$ cat config.mk
export PLATFORM = sky130hd
export DESIGN_NAME = page_walker
export DESIGN_NICKNAME = d
export VERILOG_FILES = /design/src/rtl/pw_pkg.sv /design/src/rtl/pw_entry_addr.sv /design/src/rtl/pw_entry_check.sv /design/src/rtl/page_walker.sv
export SDC_FILE = /design/constraint.sdc
export NUM_CORES = 1
export LEC_CHECK = 0
export BUFFER_PORTS_ARGS = -buffer_cell sky130_fd_sc_hd__buf_2
export CAP_MARGIN = 10
export CORE_UTILIZATION = 45
export CTS_CLUSTER_DIAMETER = 50
export DETAILED_ROUTE_END_ITERATION = 6
export GPL_ROUTABILITY_DRIVEN = 1
export GPL_TIMING_DRIVEN = 0
export PLACE_DENSITY = 0.71
export SETUP_SLACK_MARGIN = 0.1
export SLEW_MARGIN = 30
export SYNTH_ARGS = -nofsm -noshare
export SYNTH_HDL_FRONTEND = slang
export SYNTH_SLANG_ARGS = --single-unit
export TNS_END_PERCENT = 5
$ cat constraint.sdc
create_clock -name clk -period 2.8 [get_ports clk]
set_input_delay 0 -clock clk [delete_from_list [all_inputs] [get_ports clk]]
set_output_delay 0 -clock clk [all_outputs]
set_load 0.05 [all_outputs]
$ cat src/rtl/pw_pkg.sv
package pw_pkg;

    localparam int VA_W        = 32;
    localparam int OFF_W       = 12;
    localparam int IDX_W       = 10;
    localparam int LEVELS      = 2;
    localparam int ENTRY_W     = 32;
    localparam int PPN_W       = VA_W - OFF_W;
    localparam int FLAG_W      = 5;
    localparam int RSVD_W      = ENTRY_W - PPN_W - FLAG_W;
    localparam int DIR_LSB     = OFF_W + IDX_W;
    localparam int ENTRY_SHIFT = $clog2(ENTRY_W / 8);

    typedef enum logic [1:0] {
        ACC_READ  = 2'b00,
        ACC_WRITE = 2'b01,
        ACC_EXEC  = 2'b10,
        ACC_RSVD  = 2'b11
    } acc_e;

    typedef enum logic [1:0] {
        FLT_NONE = 2'b00,
        FLT_PAGE = 2'b01,
        FLT_PERM = 2'b10
    } fault_e;

    typedef enum logic [2:0] {
        ST_IDLE,
        ST_RD_DIR,
        ST_WT_DIR,
        ST_RD_LEAF,
        ST_WT_LEAF,
        ST_WR_LEAF,
        ST_WT_WR,
        ST_DONE
    } walk_st_e;

    typedef struct packed {
        logic [PPN_W-1:0]  ppn;
        logic [RSVD_W-1:0] rsvd;
        logic              d;
        logic              x;
        logic              w;
        logic              r;
        logic              v;
    } pte_t;

    function automatic logic perm_ok(input pte_t e, input acc_e a);
        case (a)
            ACC_READ:  return e.r;
            ACC_WRITE: return e.w;
            ACC_EXEC:  return e.x;
            default:   return 1'b0;
        endcase
    endfunction

endpackage

$ cat src/rtl/pw_entry_addr.sv
module pw_entry_addr
    import pw_pkg::*;
#(
    parameter int AW  = VA_W,
    parameter int IW  = IDX_W,
    parameter int SHF = ENTRY_SHIFT
) (
    input  logic [AW-1:0] base,
    input  logic [IW-1:0] idx,
    output logic [AW-1:0] addr
);
    localparam int PAD = AW - IW;

    always_comb begin
        addr = base + ({{PAD{1'b0}}, idx} << SHF);
    end
endmodule

$ cat src/rtl/pw_entry_check.sv
module pw_entry_check
    import pw_pkg::*;
(
    input  logic [ENTRY_W-1:0] entry,
    input  acc_e               acc,
    input  logic               leaf,
    output fault_e             flt,
    output logic               need_dirty
);
    pte_t e;
    logic allowed;
    logic unused_rsvd;

    assign e           = pte_t'(entry);
    assign unused_rsvd = ^e.rsvd;

    always_comb begin
        allowed    = perm_ok(e, acc);
        flt        = FLT_NONE;
        need_dirty = 1'b0;
        if (!e.v) begin
            flt = FLT_PAGE;
        end else if (leaf) begin
            if (!allowed) begin
                flt = FLT_PERM;
            end else begin
                need_dirty = (acc == ACC_WRITE) && !e.d;
            end
        end
    end
endmodule

$ cat src/rtl/page_walker.sv
module page_walker
    import pw_pkg::*;
(
    input  logic        clk,
    input  logic        rst,
    input  logic        start,
    input  logic [31:0] vaddr,
    input  logic [1:0]  access,
    input  logic [31:0] ptbr,
    output logic        done,
    output logic [1:0]  fault,
    output logic [31:0] paddr,
    output logic        mem_req,
    output logic        mem_we,
    output logic [31:0] mem_addr,
    output logic [31:0] mem_wdata,
    input  logic        mem_ack,
    input  logic [31:0] mem_rdata
);
    walk_st_e          state;
    logic [VA_W-1:0]   va_q;
    logic [VA_W-1:0]   ptbr_q;
    logic [VA_W-1:0]   tbl_base_q;
    acc_e              acc_q;
    pte_t              leaf_q;
    fault_e            fault_q;
    logic [VA_W-1:0]   paddr_q;

    logic [VA_W-1:0]   lvl_base [LEVELS];
    logic [IDX_W-1:0]  lvl_idx  [LEVELS];
    logic [VA_W-1:0]   lvl_addr [LEVELS];

    fault_e            chk_flt;
    logic              chk_dirty;
    pte_t              rd_entry;

    assign lvl_base[0] = ptbr_q;
    assign lvl_idx[0]  = va_q[DIR_LSB +: IDX_W];
    assign lvl_base[1] = tbl_base_q;
    assign lvl_idx[1]  = va_q[OFF_W +: IDX_W];

    generate
        for (genvar g = 0; g < LEVELS; g++) begin : g_lvl
            pw_entry_addr #(.AW(VA_W), .IW(IDX_W), .SHF(ENTRY_SHIFT)) u_addr (
                .base (lvl_base[g]),
                .idx  (lvl_idx[g]),
                .addr (lvl_addr[g])
            );
        end
    endgenerate

    pw_entry_check u_check (
        .entry      (mem_rdata),
        .acc        (acc_q),
        .leaf       (state == ST_WT_LEAF),
        .flt        (chk_flt),
        .need_dirty (chk_dirty)
    );

    assign rd_entry = pte_t'(mem_rdata);

    always_ff @(posedge clk) begin
        if (rst) begin
            state      <= ST_IDLE;
            va_q       <= '0;
            ptbr_q     <= '0;
            tbl_base_q <= '0;
            acc_q      <= ACC_READ;
            leaf_q     <= '0;
            fault_q    <= FLT_NONE;
            paddr_q    <= '0;
        end else begin
            case (state)
                ST_IDLE: begin
                    if (start) begin
                        va_q   <= vaddr;
                        ptbr_q <= ptbr;
                        acc_q  <= acc_e'(access);
                        state  <= ST_RD_DIR;
                    end
                end
                ST_RD_DIR:  state <= ST_WT_DIR;
                ST_WT_DIR: begin
                    if (mem_ack) begin
                        if (chk_flt != FLT_NONE) begin
                            fault_q <= chk_flt;
                            paddr_q <= '0;
                            state   <= ST_DONE;
                        end else begin
                            tbl_base_q <= {rd_entry.ppn, {OFF_W{1'b0}}};
                            state      <= ST_RD_LEAF;
                        end
                    end
                end
                ST_RD_LEAF: state <= ST_WT_LEAF;
                ST_WT_LEAF: begin
                    if (mem_ack) begin
                        leaf_q <= rd_entry;
                        if (chk_flt != FLT_NONE) begin
                            fault_q <= chk_flt;
                            paddr_q <= '0;
                            state   <= ST_DONE;
                        end else if (chk_dirty) begin
                            state <= ST_WR_LEAF;
                        end else begin
                            fault_q <= FLT_NONE;
                            paddr_q <= {rd_entry.ppn, va_q[OFF_W-1:0]};
                            state   <= ST_DONE;
                        end
                    end
                end
                ST_WR_LEAF: state <= ST_WT_WR;
                ST_WT_WR: begin
                    if (mem_ack) begin
                        fault_q <= FLT_NONE;
                        paddr_q <= {leaf_q.ppn, va_q[OFF_W-1:0]};
                        state   <= ST_DONE;
                    end
                end
                ST_DONE:  state <= ST_IDLE;
                default:  state <= ST_IDLE;
            endcase
        end
    end

    always_comb begin
        mem_req   = 1'b0;
        mem_we    = 1'b0;
        mem_addr  = '0;
        mem_wdata = '0;
        case (state)
            ST_RD_DIR: begin
                mem_req  = 1'b1;
                mem_addr = lvl_addr[0];
            end
            ST_RD_LEAF: begin
                mem_req  = 1'b1;
                mem_addr = lvl_addr[1];
            end
            ST_WR_LEAF: begin
                mem_req   = 1'b1;
                mem_we    = 1'b1;
                mem_addr  = lvl_addr[1];
                mem_wdata = {leaf_q[ENTRY_W-1:FLAG_W], 1'b1, leaf_q[FLAG_W-2:0]};
            end
            default: ;
        endcase
    end

    assign done  = (state == ST_DONE);
    assign fault = fault_q;
    assign paddr = paddr_q;

    AST_REQ_PULSE: assert property (@(posedge clk) disable iff (rst)
        mem_req |=> !mem_req);
    AST_DONE_PULSE: assert property (@(posedge clk) disable iff (rst)
        done |=> !done);
    AST_FAULT_ZERO_PA: assert property (@(posedge clk) disable iff (rst)
        (done && fault != 2'b00) |-> paddr == '0);
    AST_WB_DIRTY: assert property (@(posedge clk) disable iff (rst)
        (mem_req && mem_we) |-> (mem_wdata[4] && mem_wdata[2] && mem_wdata[0]));
    AST_LEAF_AFTER_DIR: assert property (@(posedge clk) disable iff (rst)
        (state == ST_RD_LEAF) |-> $past(state) == ST_WT_DIR);
    AST_QUIET_ON_DONE: assert property (@(posedge clk) disable iff (rst)
        done |-> !mem_req);
endmodule

==> metrics.csv, run 1 <==
metric;value;unit
synth unique cells;49;
ys flop type;dfxtp_1;
1st-pass router iterations;4;
post-synthesis register bit count;154;
routed length per placed instance;15.7;µm
commonest cells after routing, fill and taps aside;nand2_1 (296), buf_2 (186), dfxtp_1 (152);
status;finished clean;
Worst Hold Class;input port to flop;
die span in y;126;µm
GPL Wtd Cong;0.876;
fin crit period;2.73;ns
via count;7485;
cells after synthesis;908;
Worst-Skew Late Latency;0.44;ns
Tot GR Track Use;0.281;
number of max-cap violations;0;
GR Overflow Total;0;
Non-Filler Instances;1434;
critical path type;flop to output pin;
final hold vios;0;
nets@finish;1350;
Power Density;601;nW/µm²
fmax;0.366;GHz
syn nets;1021;
Leakage;4.08;nW
Slew @ Worst Pin;0.737;ns
Yosys warning count;0;
M3 GR Usage;0.0467;
die area;15900;µm²
Post-synth EDFFs;0;
slowest cell on the critical path;dfxtp_2;
vias in the first global route;7049;
IO Count;203;
WHS;0.195;ns
CP bufs+invs;4;
CTS buffer count;17;
Die Span X;126;µm
critical path, cell by cell;ha_4 > inv_1 > fa_2 > nand2b_4 > a21oi_4 > buf_12 > o31ai_4 > buf_4 > a211oi_2 > xnor2_1 > o21ai_1 > buf_6;
post-synthesis simple-gate area fraction;0.245;
Initial Utilization;0.470;
clock buffer depth;2;
delay-heaviest family, CP;compound AO/OA/AOI/OAI gates;
xor/xnor share of the synthesized area;0.0316;
Critical Path RT;2.80;ns
Setup Skew;0.00834;ns
largest family of logic cells by synthesized area;simple AND/OR/NAND/NOR gates;
Vias/cell;5.22;
fraction of registers with async set/reset;0;
Reg clk slew, reported paths;0.06;ns
Root Driver;clkbuf_16;
initial antenna violation count;0;
ant diodes;0;
Compound-Gate Fraction of Synth Area;0.209;
commonest non-fill, non-tap cell in the layout;nand2_1;
sinks on the clock net;154;
placed cell count;1292;
met2 usage;0.480;
Seq/Total Area, Yosys;0.445;
first-iteration detailed-routing DRC count;455;
Worst setup SP type;flop;
FP Rows;44;
number of port buffers;200;
CTS H-tree depth;4;
first-pass GRT wire length;35100;µm
CTS tree;built;
Finished Core Util;0.690;
Worst VDD drop;0.462;mV
GR peak layer;met2;
share of layout cells above drive strength 1;0.230;
Antenna Nets Post-Route;0;
met1 global-route usage;0.354;
drc violations;0;
crit-path max FO;5;
final setup violation count;0;
Detailed Place HPWL;15100;µm
Post-Syn Area;6930;µm²
Mean Syn Cell Area;7.63;µm²
core area;14800;µm²
largest net degree at the start of global routing;17;
worst rel slew slack;0.509;
Post-Synth Adder-Cell Area;0.0209;
RSZ-0062 raised after global routing;true;
mux cell area share after synthesis;0.00578;
worst path arrival time;2.73;ns
final period utilization;0.976;
Area Overhead vs Synth;46.9;%
Setup crit end kind;output pin;
Routed Wire Length;22500;µm
Pins Over Slew Limit;0;
CP max stage delay;0.36;ns
==> registers in the layout, summed over array words and instances (netlist names) <==
register,flops
va_q,32
ptbr_q,32
paddr,32
tbl_base_q,20
leaf_q,31
fault,2
state,3
acc_q,2
==> Yosys cell counts, drive strengths merged, types with 7 or more instances <==
master	number	area share
clkbuf	53	0.029
inv	9	0.0049
nand3	7	0.0058
and2	33	0.030
xnor2	23	0.029
a22o	14	0.018
dfxtp	154	0.44
a21oi	132	0.095
ha	10	0.018
a211oi	9	0.0097
nand2	296	0.16
buf	14	0.0096
o21ai	54	0.040
nor2	24	0.013
a22oi	19	0.021
==> worst register-to-register path, cell delays in order, from the launching register on <==
cell      delay (ns)
dfxtp_1         0.30
buf_2           0.18
nor2b_1         0.14
buf_2           0.18
nand3_1         0.12
nor2b_1         0.27
a21oi_1         0.07
nor2_1          0.31
clkbuf_1        0.43
a22o_1          0.20
==> kinds of logic (layout without fill, tap and decap cells) <==
group	count (synthesis)	in the layout
simple gates	393	393
compound gates	245	246
flops	154	154
buf+inv	76	417
xor+xnor	25	25
fa+ha+maj	11	11
mux	4	4
==> layer usage <==
layer / vias to the layer above / wire length [µm]
met2: 255 / 11100
met5: - / 0
li1: 3701 / -
met3: 37 / 1250
met4: 0 / 416
met1: 3492 / 9690
==> final timing paths <==
| kind | from | endpoint | slack, ns | cells past startpoint |
|---|---|---|---|---|
| setup / recovery | va_q[22]$_SDFFE_PP0P_ | mem_addr[30] | 0.07 | 12 |
| hold / removal | rst | ptbr_q[19]$_SDFFE_PP0P_ | 0.20 | 3 |
| setup reg to reg | state[2]$_SDFFE_PP0P_ | paddr[8]$_SDFFE_PP0P_ | 0.56 | 9 |
| hold reg to reg | paddr[16]$_SDFFE_PP0P_ | paddr[16]$_SDFFE_PP0P_ | 0.44 | 2 |
==> final cells by class <==
cell class,instances,area (µm²)
well taps,184,230
flip-flops and latches,154,3090
clock inverters,11,214
plain buffers,67,272
fillers,1191,4570
multi-input cells,679,3720
clock buffers,21,470
repair buffers,309,2150
inverters,9,33.8
==> through the flow <==
stage / worst slack, ns / setup TNS, ns / power (mW) / instance area, µm²
after floorplan: -0.0935 / -0.247 / 3.01 / 6940
after global placement: 0.104 / 0 / 3.29 / 8170
after detailed placement: 0.109 / 0 / 3.30 / 8170
after CTS: 0.0305 / 0 / 6.08 / 10000
after global routing: -0.0128 / -0.0200 / 6.33 / 10200
final: 0.0685 / 0 / 6.11 / 10200
==> power breakdown <==
group          internal, mW  total [mW]  switching (mW)  leakage, nW
Combinational         0.385        1.03           0.643         2.50
Sequential             2.31        2.41          0.0968         1.25
Clock                  1.74        2.68           0.937        0.330
Total                  4.44        6.11            1.68         4.08
==> what timing repair did <==
action                                  in CTS  in global routing
pin swaps                                   10                  8
endpoints found under the setup margin      24                 55
hold endpoints to repair                   139                  0
hold buffers                                99                  0
cloned                                       1                  0
gates resized for setup                     38                 29
setup buffers                                5                  5
Note: power is estimated with default switching activity, not from simulation.
==> inputs of run 2 (changes only) <==
GPL_TIMING_DRIVEN = default   (was 0)
clock period = 3.4 ns   (was 2.8 ns; I/O delays follow)
==> run 2 against run 1 <==
  * Final cell count down 4.3%
  * Sequential share of layout area up 1.4 points
  * Cell area shrank 4.6%
  * Via count decreased by 4.6%
  * Non-clock buffer count down 60
  * Critical path type unchanged
  * Critical endpoint is now mem_addr[10]
  * Highest routed layer unchanged
==> metrics.csv, run 2 (same netlist as run 1, synthesis figures left out) <==
metric;value;unit;change
status;finished clean;;unchanged
FP Rows;44;;unchanged
r2r worst-path depth;7;;was 9
Hold Path Stages;2;;was 3
number of max-cap violations;0;;unchanged
first-iteration detailed-routing DRC count;495;;was 455
CP Depth;10;;was 12
placed cell count;1242;;was 1,292
ant diodes;0;;unchanged
critical path, cell by cell;ha_1 > inv_1 > fa_1 > nand2b_1 > a21oi_1 > o21ai_0 > a211oi_1 > nor3_1 > o31ai_1 > buf_2;;was ha_4 > inv_1 > fa_2 > nand2b_4 > a21oi_4 > buf_12 > o31ai_4 > buf_4 > a211oi_2 > xnor2_1 > o21ai_1 > buf_6
commonest cells after routing, fill and taps aside;nand2_1 (296), buf_2 (201), dfxtp_1 (154);;was nand2_1 (296), buf_2 (186), dfxtp_1 (152)
drc violations;0;;unchanged
GPL Wtd Cong;0.850;;was 0.876
fmax;0.320;GHz;
CTS H-tree depth;4;;unchanged
sinks on the clock net;154;;unchanged
final setup violation count;0;;unchanged
vias in the first global route;6768;;was 7,049
final period utilization;0.918;;
Die Span X;126;µm;unchanged
Setup crit end kind;output pin;;unchanged
Worst VDD drop;0.361;mV;was 0.462 mV
clock buffer depth;2;;unchanged
Leakage;3.95;nW;was 4.08 nW
M3 GR Usage;0.0506;;was 0.0467
routed length per placed instance;14.9;µm;was 15.7 µm
worst path arrival time;3.12;ns;was 2.73 ns
Slew @ Worst Pin;0.934;ns;was 0.737 ns
Worst setup SP type;flop;;unchanged
die area;15900;µm²;unchanged
core area;14800;µm²;unchanged
GR Overflow Total;0;;unchanged
Reg clk slew, reported paths;0.06;ns;about the same
RSZ-0062 raised after global routing;true;;unchanged
1st-pass router iterations;5;;was 4
met1 global-route usage;0.309;;was 0.354
CTS tree;built;;unchanged
Root Driver;clkbuf_16;;unchanged
Tot GR Track Use;0.259;;was 0.281
Antenna Nets Post-Route;0;;unchanged
first-pass GRT wire length;32800;µm;was 35,100 µm
Worst-Skew Late Latency;0.42;ns;was 0.44 ns
slowest cell on the critical path;fa_1;;was dfxtp_2
via count;7137;;was 7,485
final-layout fill cell count;1260;;was 1,191
Pins Over Slew Limit;0;;unchanged
final hold vios;0;;unchanged
reg-to-reg slack, setup;1.06;ns;was 0.56 ns
Detailed Place HPWL;13200;µm;was 15,100 µm
fin crit period;3.12;ns;
Critical Path RT;3.40;ns;was 2.80 ns
die span in y;126;µm;unchanged
number of port buffers;202;;was 200
Vias/cell;5.20;;was 5.22
CTS buffer count;17;;unchanged
Setup Skew;0.00686;ns;was 0.00834 ns
Worst Hold Class;input port to flop;;unchanged
initial antenna violation count;0;;unchanged
CP max stage delay;0.37;ns;was 0.36 ns
delay-heaviest family, CP;compound AO/OA/AOI/OAI gates;;unchanged
IO Count;203;;unchanged
WHS;0.0637;ns;was 0.195 ns
Finished Core Util;0.658;;was 0.690
worst rel slew slack;0.375;;was 0.509
share of layout cells above drive strength 1;0.220;;was 0.230
Routed Wire Length;20500;µm;was 22,500 µm
critical path type;flop to output pin;;unchanged
Initial Utilization;0.470;;unchanged
GR peak layer;met2;;unchanged
largest net degree at the start of global routing;71;;was 17
Non-Filler Instances;1373;;was 1,434
nets@finish;1289;;was 1,350
Power Density;501;nW/µm²;was 601 nW/µm²
CP bufs+invs;2;;was 4
crit-path max FO;3;;was 5
Area Overhead vs Synth;40.1;%;was 46.9%
met2 usage;0.463;;was 0.480
setup TNS;0;ns;unchanged
commonest non-fill, non-tap cell in the layout;nand2_1;;unchanged
-- run 2: per-stage QoR --
step / cell area, µm² / worst slack, ns / total power, mW
2_1_floorplan: 6930 / 0.441 / 2.48
3_3_place_gp: 8050 / 0.767 / 2.69
3_5_place_dp: 8050 / 0.721 / 2.70
4_1_cts: 9700 / 0.259 / 4.88
5_1_grt: 9710 / 0.0967 / 5.06
6_report: 9710 / 0.278 / 4.87
-- run 2: worst reg2reg max path: stages (launching register included) --
cell	delay (ns)
dfxtp_1	0.40
nor4bb_1	0.43
a21bo_1	0.21
a2111oi_4	0.09
nor2_2	0.59
buf_4	0.38
nand2_1	0.11
o21ai_1	0.07
-- run 2: final cells by class --
type | instances | area [µm²] | area share
clock inverter | 7 | 160 | 0.0165
sequential | 154 | 3080 | 0.318
timing repair buffer | 316 | 2130 | 0.219
tap | 184 | 230 | 0.0237
clock buffer | 25 | 495 | 0.0510
multi-input combinational | 678 | 3580 | 0.368
inverter | 9 | 33.8 | 0.00348
-- run 2: layer usage --
metal | share of wire | vias up
met4 | 0.017 | 0
met3 | 0.047 | 26
li1 | - | 3577
met1 | 0.43 | 3306
met2 | 0.50 | 228
met5 | 0 | -
-- run 2: repair_timing --
action / in CTS / in global routing
hold buffers: 99 / 0
setup buffers: 0 / 0
endpoints found under the setup margin: 0 / 2
hold endpoints to repair: 138 / 0
gates resized for setup: 0 / 1
-- run 2: path summary, 6_finish.rpt --
check	start	endpoint
max	va_q[22]$_SDFFE_PP0P_	mem_addr[10]
min	rst	state[2]$_SDFFE_PP0P_
max reg2reg	acc_q[0]$_SDFFE_PP0P_	paddr[25]$_SDFFE_PP0P_
min reg2reg	paddr[17]$_SDFFE_PP0P_	paddr[17]$_SDFFE_PP0P_
-- run 2: power by group --
group	switching, mW	internal (mW)	total [mW]
clock network	0.724	1.38	2.10
registers	0.0847	1.90	1.99
logic	0.480	0.297	0.777
total	1.29	3.58	4.87
